==> src/rtl/dma_pkg.sv <==
package dma_pkg;
  typedef enum logic [1:0] {
    ST_IDLE = 2'd0,
    ST_HOLD = 2'd1,
    ST_MOVE = 2'd2
  } dma_state_e;
endpackage

==> src/rtl/dma_chan_regs.sv <==
module dma_chan_regs #(
  parameter int AW = 16,
  parameter int CW = 16
) (
  input  logic          clk_i,
  input  logic          rst_ni,
  input  logic          wr_i,
  input  logic [AW-1:0] wr_addr_i,
  input  logic [CW-1:0] wr_cnt_i,
  input  logic          wr_dir_i,
  input  logic          wr_en_i,
  input  logic          step_i,
  output logic [AW-1:0] addr_o,
  output logic [CW-1:0] cnt_o,
  output logic          dir_o,
  output logic          en_o
);
  always_ff @(posedge clk_i or negedge rst_ni) begin
    if (!rst_ni) begin
      addr_o <= '0;
      cnt_o  <= '0;
      dir_o  <= 1'b0;
      en_o   <= 1'b0;
    end else if (wr_i) begin
      addr_o <= wr_addr_i;
      cnt_o  <= wr_cnt_i;
      dir_o  <= wr_dir_i;
      en_o   <= wr_en_i && (wr_cnt_i != '0);
    end else if (step_i) begin
      addr_o <= addr_o + AW'(1);
      cnt_o  <= cnt_o - CW'(1);
      if (cnt_o == CW'(1)) en_o <= 1'b0;
    end
  end
endmodule

==> src/rtl/dma_prio_arb.sv <==
module dma_prio_arb #(
  parameter int N   = 4,
  localparam int IW = $clog2(N)
) (
  input  logic [N-1:0]  req_i,
  output logic          vld_o,
  output logic [IW-1:0] idx_o
);
  // lowest index wins: scan downward so the last hit is the smallest
  always_comb begin
    idx_o = '0;
    vld_o = |req_i;
    for (int i = N - 1; i >= 0; i--) begin
      if (req_i[i]) idx_o = IW'(i);
    end
  end
endmodule

==> src/rtl/dma_seq.sv <==
module dma_seq
  import dma_pkg::*;
#(
  parameter int CHW = 2
) (
  input  logic           clk_i,
  input  logic           rst_ni,
  input  logic           req_vld_i,
  input  logic [CHW-1:0] req_ch_i,
  input  logic           hold_ack_i,
  input  logic           last_i,
  output logic           hold_req_o,
  output logic           move_o,
  output logic           busy_o,
  output logic [CHW-1:0] act_ch_o,
  output logic           irq_o
);
  dma_state_e st_q;
  logic       done_q;

  always_ff @(posedge clk_i or negedge rst_ni) begin
    if (!rst_ni) begin
      st_q     <= ST_IDLE;
      act_ch_o <= '0;
      done_q   <= 1'b0;
    end else begin
      done_q <= 1'b0;
      unique case (st_q)
        ST_IDLE: if (req_vld_i) begin
          act_ch_o <= req_ch_i;
          st_q     <= ST_HOLD;
        end
        ST_HOLD: if (hold_ack_i) st_q <= ST_MOVE;
        ST_MOVE: if (hold_ack_i && last_i) begin
          st_q   <= ST_IDLE;
          done_q <= 1'b1;
        end
        default: st_q <= ST_IDLE;
      endcase
    end
  end

  assign busy_o     = (st_q != ST_IDLE);
  assign hold_req_o = busy_o;
  assign move_o     = (st_q == ST_MOVE) && hold_ack_i;
  assign irq_o      = done_q;
endmodule

==> src/rtl/dma_flyby.sv <==
module dma_flyby #(
  parameter int NCH  = 4,
  parameter int AW   = 16,
  parameter int CW   = 16,
  localparam int CHW = $clog2(NCH)
) (
  input  logic           clk_i,
  input  logic           rst_ni,
  input  logic           cfg_we_i,
  input  logic [CHW-1:0] cfg_ch_i,
  input  logic [AW-1:0]  cfg_addr_i,
  input  logic [CW-1:0]  cfg_cnt_i,
  input  logic           cfg_dir_i,
  input  logic           cfg_en_i,
  input  logic [NCH-1:0] dreq_i,
  output logic           hold_req_o,
  input  logic           hold_ack_i,
  output logic [NCH-1:0] dack_o,
  output logic [AW-1:0]  addr_o,
  output logic           mem_rd_o,
  output logic           mem_wr_o,
  output logic           io_rd_o,
  output logic           io_wr_o,
  output logic           irq_o,
  output logic [CHW-1:0] irq_ch_o
);
  logic [NCH-1:0] en_v, dir_v, wr_v, step_v, last_v;
  logic [AW-1:0]  addr_v [NCH];
  logic [CW-1:0]  cnt_v  [NCH];
  logic           busy, move, arb_vld, cur_dir;
  logic [CHW-1:0] act_ch, arb_idx;

  for (genvar g = 0; g < NCH; g++) begin : g_ch
    // the busy channel is locked against reprogramming
    assign wr_v[g]   = cfg_we_i && (cfg_ch_i == CHW'(g)) && !(busy && act_ch == CHW'(g));
    assign step_v[g] = move && (act_ch == CHW'(g));
    assign last_v[g] = (cnt_v[g] == CW'(1));

    dma_chan_regs #(.AW(AW), .CW(CW)) i_regs (
      .clk_i     (clk_i),
      .rst_ni    (rst_ni),
      .wr_i      (wr_v[g]),
      .wr_addr_i (cfg_addr_i),
      .wr_cnt_i  (cfg_cnt_i),
      .wr_dir_i  (cfg_dir_i),
      .wr_en_i   (cfg_en_i),
      .step_i    (step_v[g]),
      .addr_o    (addr_v[g]),
      .cnt_o     (cnt_v[g]),
      .dir_o     (dir_v[g]),
      .en_o      (en_v[g])
    );
  end

  dma_prio_arb #(.N(NCH)) i_arb (
    .req_i (dreq_i & en_v & {NCH{!busy}}),
    .vld_o (arb_vld),
    .idx_o (arb_idx)
  );

  dma_seq #(.CHW(CHW)) i_seq (
    .clk_i      (clk_i),
    .rst_ni     (rst_ni),
    .req_vld_i  (arb_vld),
    .req_ch_i   (arb_idx),
    .hold_ack_i (hold_ack_i),
    .last_i     (last_v[act_ch]),
    .hold_req_o (hold_req_o),
    .move_o     (move),
    .busy_o     (busy),
    .act_ch_o   (act_ch),
    .irq_o      (irq_o)
  );

  assign cur_dir  = dir_v[act_ch];
  assign dack_o   = move ? (NCH'(1) << act_ch) : '0;
  assign addr_o   = move ? addr_v[act_ch] : '0;
  assign mem_rd_o = move && !cur_dir;
  assign io_wr_o  = move && !cur_dir;
  assign io_rd_o  = move && cur_dir;
  assign mem_wr_o = move && cur_dir;
  assign irq_ch_o = act_ch;
endmodule

==> config.mk <==
export PLATFORM = sky130hd
export DESIGN_NAME = dma_flyby
export DESIGN_NICKNAME = d
export VERILOG_FILES = /design/src/rtl/dma_pkg.sv /design/src/rtl/dma_chan_regs.sv /design/src/rtl/dma_prio_arb.sv /design/src/rtl/dma_seq.sv /design/src/rtl/dma_flyby.sv
export SDC_FILE = /design/constraint.sdc
export NUM_CORES = 1
export LEC_CHECK = 0
export ABC_AREA = 1
export BUFFER_PORTS_ARGS = -buffer_cell sky130_fd_sc_hd__buf_4
export CORE_ASPECT_RATIO = 0.6
export CORE_MARGIN = 3
export CORE_UTILIZATION = 45
export DETAILED_ROUTE_END_ITERATION = 6
export GPL_TIMING_DRIVEN = 1
export SLEW_MARGIN = 10
export SYNTH_ARGS = -nofsm -noshare
export SYNTH_HDL_FRONTEND = slang
export SYNTH_SLANG_ARGS = --single-unit
==> constraint.sdc <==
create_clock -name clk_i -period 2.64 [get_ports clk_i]
set_input_delay 0.132 -clock clk_i [delete_from_list [all_inputs] [get_ports clk_i]]
set_output_delay 0.132 -clock clk_i [all_outputs]
set_load 0.05 [all_outputs]
# After elaboration in Yosys (flattened, before gate mapping)
# Index checks and enable logic that the tools add are counted.
dict set report word_totals {
  output_inout_bits 28
  regBits 141
  input_bits 44
  word_cells 142
}
dict set report classes {
  eq_ne 15
  magnitude_cmp 2
  mux 47
  reduce_logical 47
  n_shift 1
  n_bitwise 3
  add_sub_neg 8
}
# operator n
set ops {}
lappend ops {{two-way mux 16 bit} 19}
lappend ops {{adder 16 x 1 -> 16 bit (second input constant)} 4}
lappend ops {{== test 16 x 1 -> 1 bit (second input constant)} 4}
lappend ops {{subtractor 16 x 1 -> 16 bit (second input constant)} 4}
lappend ops {{binary-select mux 16 bit (select 2 bit)} 1}
lappend ops {{logical AND 1 bit} 21}
lappend ops {{nonzero test 2 bit} 9}
lappend ops {{two-way mux 1 bit} 16}
lappend ops {{nonzero test 16 bit} 1}
lappend ops {{two-way mux 2 bit} 7}
lappend ops {{== test 2 bit (second input constant)} 5}
lappend ops {{AND reduction 2 bit} 5}
lappend ops {{AND 4 bit} 2}
lappend ops {{== test 2 x 1 -> 1 bit (second input constant)} 3}
lappend ops {{logical NOT 1 bit} 6}
lappend ops {{logical NOT 2 bit} 3}
lappend ops {{case mux 2 bit (3 select lines)} 1}
lappend ops {{binary-select mux 1 bit (select 2 bit)} 2}
lappend ops {{two-way mux 4 bit} 1}
lappend ops {{inequality test 2 bit (second input constant)} 2}
lappend ops {{OR reduction 4 bit} 1}
lappend ops {{left shift 1 x 2 -> 4 bit (first input constant)} 1}
lappend ops {{greater-or-equal comparator 3 bit (second input constant)} 1}
lappend ops {{< comparator 2 x 3 -> 1 bit (second input constant)} 1}
lappend ops {{other kinds (3)} 3}

# Depth between registers and ports, before layout
dict set report depth {
  depth_word 7
  mapped_depth 11
  depth_no_buf 11
}

# By module
# Synthesis repeated with hierarchy kept, for this count alone.
dict set report hier_totals {
  cells_unflattened 1498
  hier_area_um2 10276.1
}
# mod area_each_um2 n_inst cells_each seq_area_each_um2
set modules_own_cells {}
lappend modules_own_cells {{dma_chan_regs (g_ch[1].i_regs ...)} 2269.7 3 317 850.8}
lappend modules_own_cells {{dma_chan_regs (g_ch[0].i_regs)} 2267.2 1 315 850.8}
lappend modules_own_cells {dma_flyby 930.9 1 196 0.0}
lappend modules_own_cells {dma_seq 222.7 1 27 125.1}
lappend modules_own_cells {dma_prio_arb 46.3 1 9 0.0}

# Least setup slack after synthesis
# No wires, ideal clock.
dict set report synth_timing {
  kind {register to output}
  startpoint {reg i_seq.act_ch_o[1]}
  endpoint {out mem_rd_o}
  path_stages_with_launch 7
  setup_slack_ps 116
  path_buffers 2
  arrival_time_ps 2392
  required_time_ps 2508
  cell_sequence {dfrtp_1 -> nor2_1 -> buf_2 -> a22oi_1 -> nand3_1 -> nor2_1 -> buf_4}
}
dict set report synth_via {
  elab_chain_len 4
}
# item line_no
set synth_lines {}
lappend synth_lines {{start, declared} dma_seq.sv:15} ;# output logic [CHW-1:0] act_ch_o,
lappend synth_lines {{start signal, assigned} dma_seq.sv:30} ;# act_ch_o <= req_ch_i;
lappend synth_lines {{binary-select mux 1 bit (select 2 bit)} dma_flyby.sv:75} ;# assign cur_dir = dir_v[act_ch];
lappend synth_lines {{two-way mux 1 bit (not written as such)} dma_flyby.sv:75}
lappend synth_lines {{logical NOT 1 bit} n/a}
lappend synth_lines {{logical AND 1 bit} n/a}
lappend synth_lines {{end, declared} dma_flyby.sv:20} ;# output logic mem_rd_o,
# Every way passes these cells. The select of a mux whose other input is x is not followed.

# Worst setup path after layout
dict set report layout_timing {
  startpoint {reg i_seq.act_ch_o[1]}
  endpoint {out io_rd_o}
}
dict set report layout_via {
  elab_chain_len 3
}
# item line_no
set layout_lines {}
lappend layout_lines {{binary-select mux 1 bit (select 2 bit)} dma_flyby.sv:75}
lappend layout_lines {{two-way mux 1 bit (not written as such)} dma_flyby.sv:75}
lappend layout_lines {{logical AND 1 bit} dma_flyby.sv:80} ;# assign io_rd_o = move && cur_dir;
lappend layout_lines {{end, declared} dma_flyby.sv:22} ;# output logic io_rd_o,
# Every way passes these cells. The select of a mux whose other input is x is not followed.

==> flow_summary_export.csv <==
group,metric,value,unit
status,status,"complete, no violations",
place,dp_hpwl,24050,um
floorplan,die_x,191.5,um
pwr,p_total,0.01173,W
timing,drv_slew,0,
synth,synthesis.nets,1307,
setup_path,crit_path_frequent_cell,"buf_4",
synth,ys_warn_count,0,
pwr,peakVddDrop,524.3,uV
min_path,worstHoldPathType,"in -> reg",
clock_tree,htree_levels,4,
routing,wl,33360,um
timing,setup_viol,0,
synth,async_reset_ff_share,100.0,%
timing,worst_pin_slew,0.5848,ns
synth,ys.flop_type,"dfrtp_1",
place,gp_congestion,1.073,
clock_tree,cts_tree,"yes",
setup_path,cp-start-kind,"register",
clock_tree,insertion_delay,0.44,ns
timing,min_period_over_period,88.73,%
setup_path,max_stage_delay,0.49,ns
synth,synth-edff-count,0,
timing,hold_viol,0,
global_route,antenna_found_initial,0,
finish,layout.cells.most_common,"nand2_1",
job,max_cap_viol_count,0,
floorplan,std_cell_rows,40,
place,port_buffers,71,
setup_path,worstPathArrival,2.21,ns
synth,synth_seq_cells,141,
routing,vias,9025,
clock_tree,cts_buffers,17,
pwr,swShare,44.68,%
place,place_area,10010,um2
global_route,grt_pass1_vias,8150,
routing,drc_errors,0,
pwr,clkPwrFrac,20.9,%
routing,drt.antenna.violating_nets,0,
clock_tree,cts_sinks,141,
pwr,power.switching,0.005243,W
timing,worst_slack,0.2975,ns
timing,max_slew_margin,60.97,%
timing,layout_min_cycle_time,2.343,ns
floorplan,core_region_area,20120,um2
synth,ys_top_cells_by_area,"dfrtp_1 38%, nand2_1 13%, inv_1 6.1%, nor2_1 5.5%, xor2_1 5.4%",
setup_path,critPathRequiredTime,2.51,ns
setup_path,cp-end-kind,"output pin",
finish,diodes,0,
finish,fin_cells,1613,
synth,ys_seq_area_share,37.97,%
setup_path,crit_slowest_cell,"dfrtp_1",
timing,worst_clock_skew,0.005536,ns
pwr,power_leakage,4.962,nW
setup_path,critical_path.cell_chain,"nor2_2, buf_4, a22oi_1, a31oi_1, buf_4",
global_route,grt_pass1_wl,50400,um
pwr,power_density,1095,nW/um2
pwr,power.internal,0.006490,W
timing,tns,0,ns
floorplan,die_area,22460,um2
pwr,pwr-share-seq,35.8,%
floorplan,fp.dieH,117.3,um
place,dp_cells,1568,
pwr,comb_power_share,43.4,%
synth,synth_cells,1251,
place,pre_cts_ws,0.6861,ns
global_route,grt_max_degree,52,
finish,nets,1383,
timing,grt_setup_unrepaired,"false",
routing,first_pass_iters,6,
routing,drt_iter0_markers,1006,
clock_tree,cts-root-buf,"clkbuf_16",
setup_path,path_class,"reg -> out",
floorplan,io_pins,72,
synth,syn_area_per_cell,7.427,um2
finish,layout-drive-gt1-share,11.57,%
clock_tree,post_cts_buffers,0,
global_route,grt-ovfl-total,0,
synth,synth_area_leader_cell,"dfrtp_1",
floorplan,start_util,46.18,%
setup_path,worst-path-max-fanout,17,
synth,syn_area,9291,um2
clock_tree,clock_path_buffers,2,
synth,synth.distinct_cells,42,
timing,fmax,0.4269,GHz
finish,mostFrequentLayoutCells,"310 x nand2_1, 151 x inv_1, 141 x dfrtp_1",
finish,syn_to_final_growth,15.35,%
clock_tree,clk_pin_slew,0.06,ns
global_route,grt_use_total,29.96,%
routing,wire_per_inst,20.68,um
finish,final_area,10720,um2
synth,synth_top_cell_area_share,37.97,%
routing,via_per_inst,5.595,
-- synthesized netlist by cell type (3+ instances only) --
master and instances:
clkbuf_1 4, nand3_1 98, nor2_4 3, nand4_1 10
a21o_1 6, o21ai_1 4, nand2_4 9, buf_4 8
o21ai_0 26, a22oi_1 3, o22ai_1 56, or2_2 3
inv_2 13, nor2_1 135, inv_1 151, o21bai_1 31
o221ai_1 20, a31oi_1 3, o211ai_1 30, dfrtp_1 141
buf_2 20, a21oi_1 23, xor2_1 57, xnor2_1 9
nand2_1 310, buf_6 11, nand2_2 4, a221oi_1 15
nand3b_1 3, nor3_1 17, ha_1 12
-- logic make-up after synthesis --
logic type	synth area share [%]
simple gates	27.83
buf+inv	10.02
fa+ha+maj	1.616
compound gates	16.23
flops	37.97
xor+xnor	6.221
mux	0.1077
-- sequential cells by signal, indices dropped and copies added (netlist names) --
signal and count:
g_ch.i_regs.addr_o 64, g_ch.i_regs.cnt_o 64, g_ch.i_regs.dir_o 4, g_ch.i_regs.en_o 4
i_seq.act_ch_o 2, i_seq.st_q 2, i_seq.irq_o 1
-- path summary, 6_finish.rpt --
path	slack, ns	to	startpoint	depth (start not counted)
max	0.30	io_rd_o	i_seq.act_ch_o[1]$_DFFE_PN0P_	5
min	0.02	g_ch[2].i_regs.cnt_o[15]$_DFFE_PN0P_	cfg_cnt_i[15]	3
max reg2reg	0.64	g_ch[2].i_regs.cnt_o[12]$_DFFE_PN0P_	i_seq.act_ch_o[1]$_DFFE_PN0P_	8
min reg2reg	0.49	g_ch[2].i_regs.dir_o$_DFFE_PN0P_	g_ch[2].i_regs.dir_o$_DFFE_PN0P_	2
max in group asynchronous	1.64	g_ch[0].i_regs.cnt_o[15]$_DFFE_PN0P_	rst_ni	3
min in group asynchronous	0.23	g_ch[1].i_regs.addr_o[9]$_DFFE_PN0P_	rst_ni	2
-- metal layers --
layer | GRT usage, % | share of wire (%) | vias to the layer above
met1 | 48.40 | 48 | 4278
met2 | 38.68 | 39 | 415
li1 | - | - | 4303
met4 | 7.833 | 2.0 | 0
met5 | 0 | 0 | -
met3 | 7.559 | 10 | 29
-- power groups by stage --
stage	logic, W	clock network (W)	registers (W)
finish	0.00509	0.00245	0.00420
CTS	0.00500	0.00248	0.00416
floorplan	0.00379	0	0.00395
global placement	0.00490	0	0.00418
detailed placement	0.00496	0	0.00418
global route	0.00569	0.00256	0.00432
-- per-stage QoR --
stage          hold slack (ns)  util, %
3_5_place_dp            0.1275    49.74
6_report               0.01963    53.27
2_1_floorplan          -0.1636        -
5_1_grt                0.02043    53.27
3_3_place_gp            0.1312    49.74
4_1_cts                0.01106    53.27
-- area by class of cell --
type,instances,area (um2)
clock inverter,7,85.08
clock buffer,25,495.5
sequential,141,3528
multi-input combinational,900,4832
fill,2010,9402
timing repair buffer,101,807.0
tap,273,341.6
inverter,166,628.1
-- critical path: cells and delay by family, from the launching register on --
kind	cells	cell delay, ns
DFF	1	0.49
and+or+nand+nor	1	0.31
AOI/OAI and AO/OA	2	0.43
buffers and inverters	2	0.55
-- what timing repair did --
action | 4_1_cts | 5_1_grt
hold buffers | 13 | 0
endpoints found under the hold margin | 62 | 0
resized for setup | 0 | 0
(Power assumes the default switching activity.)
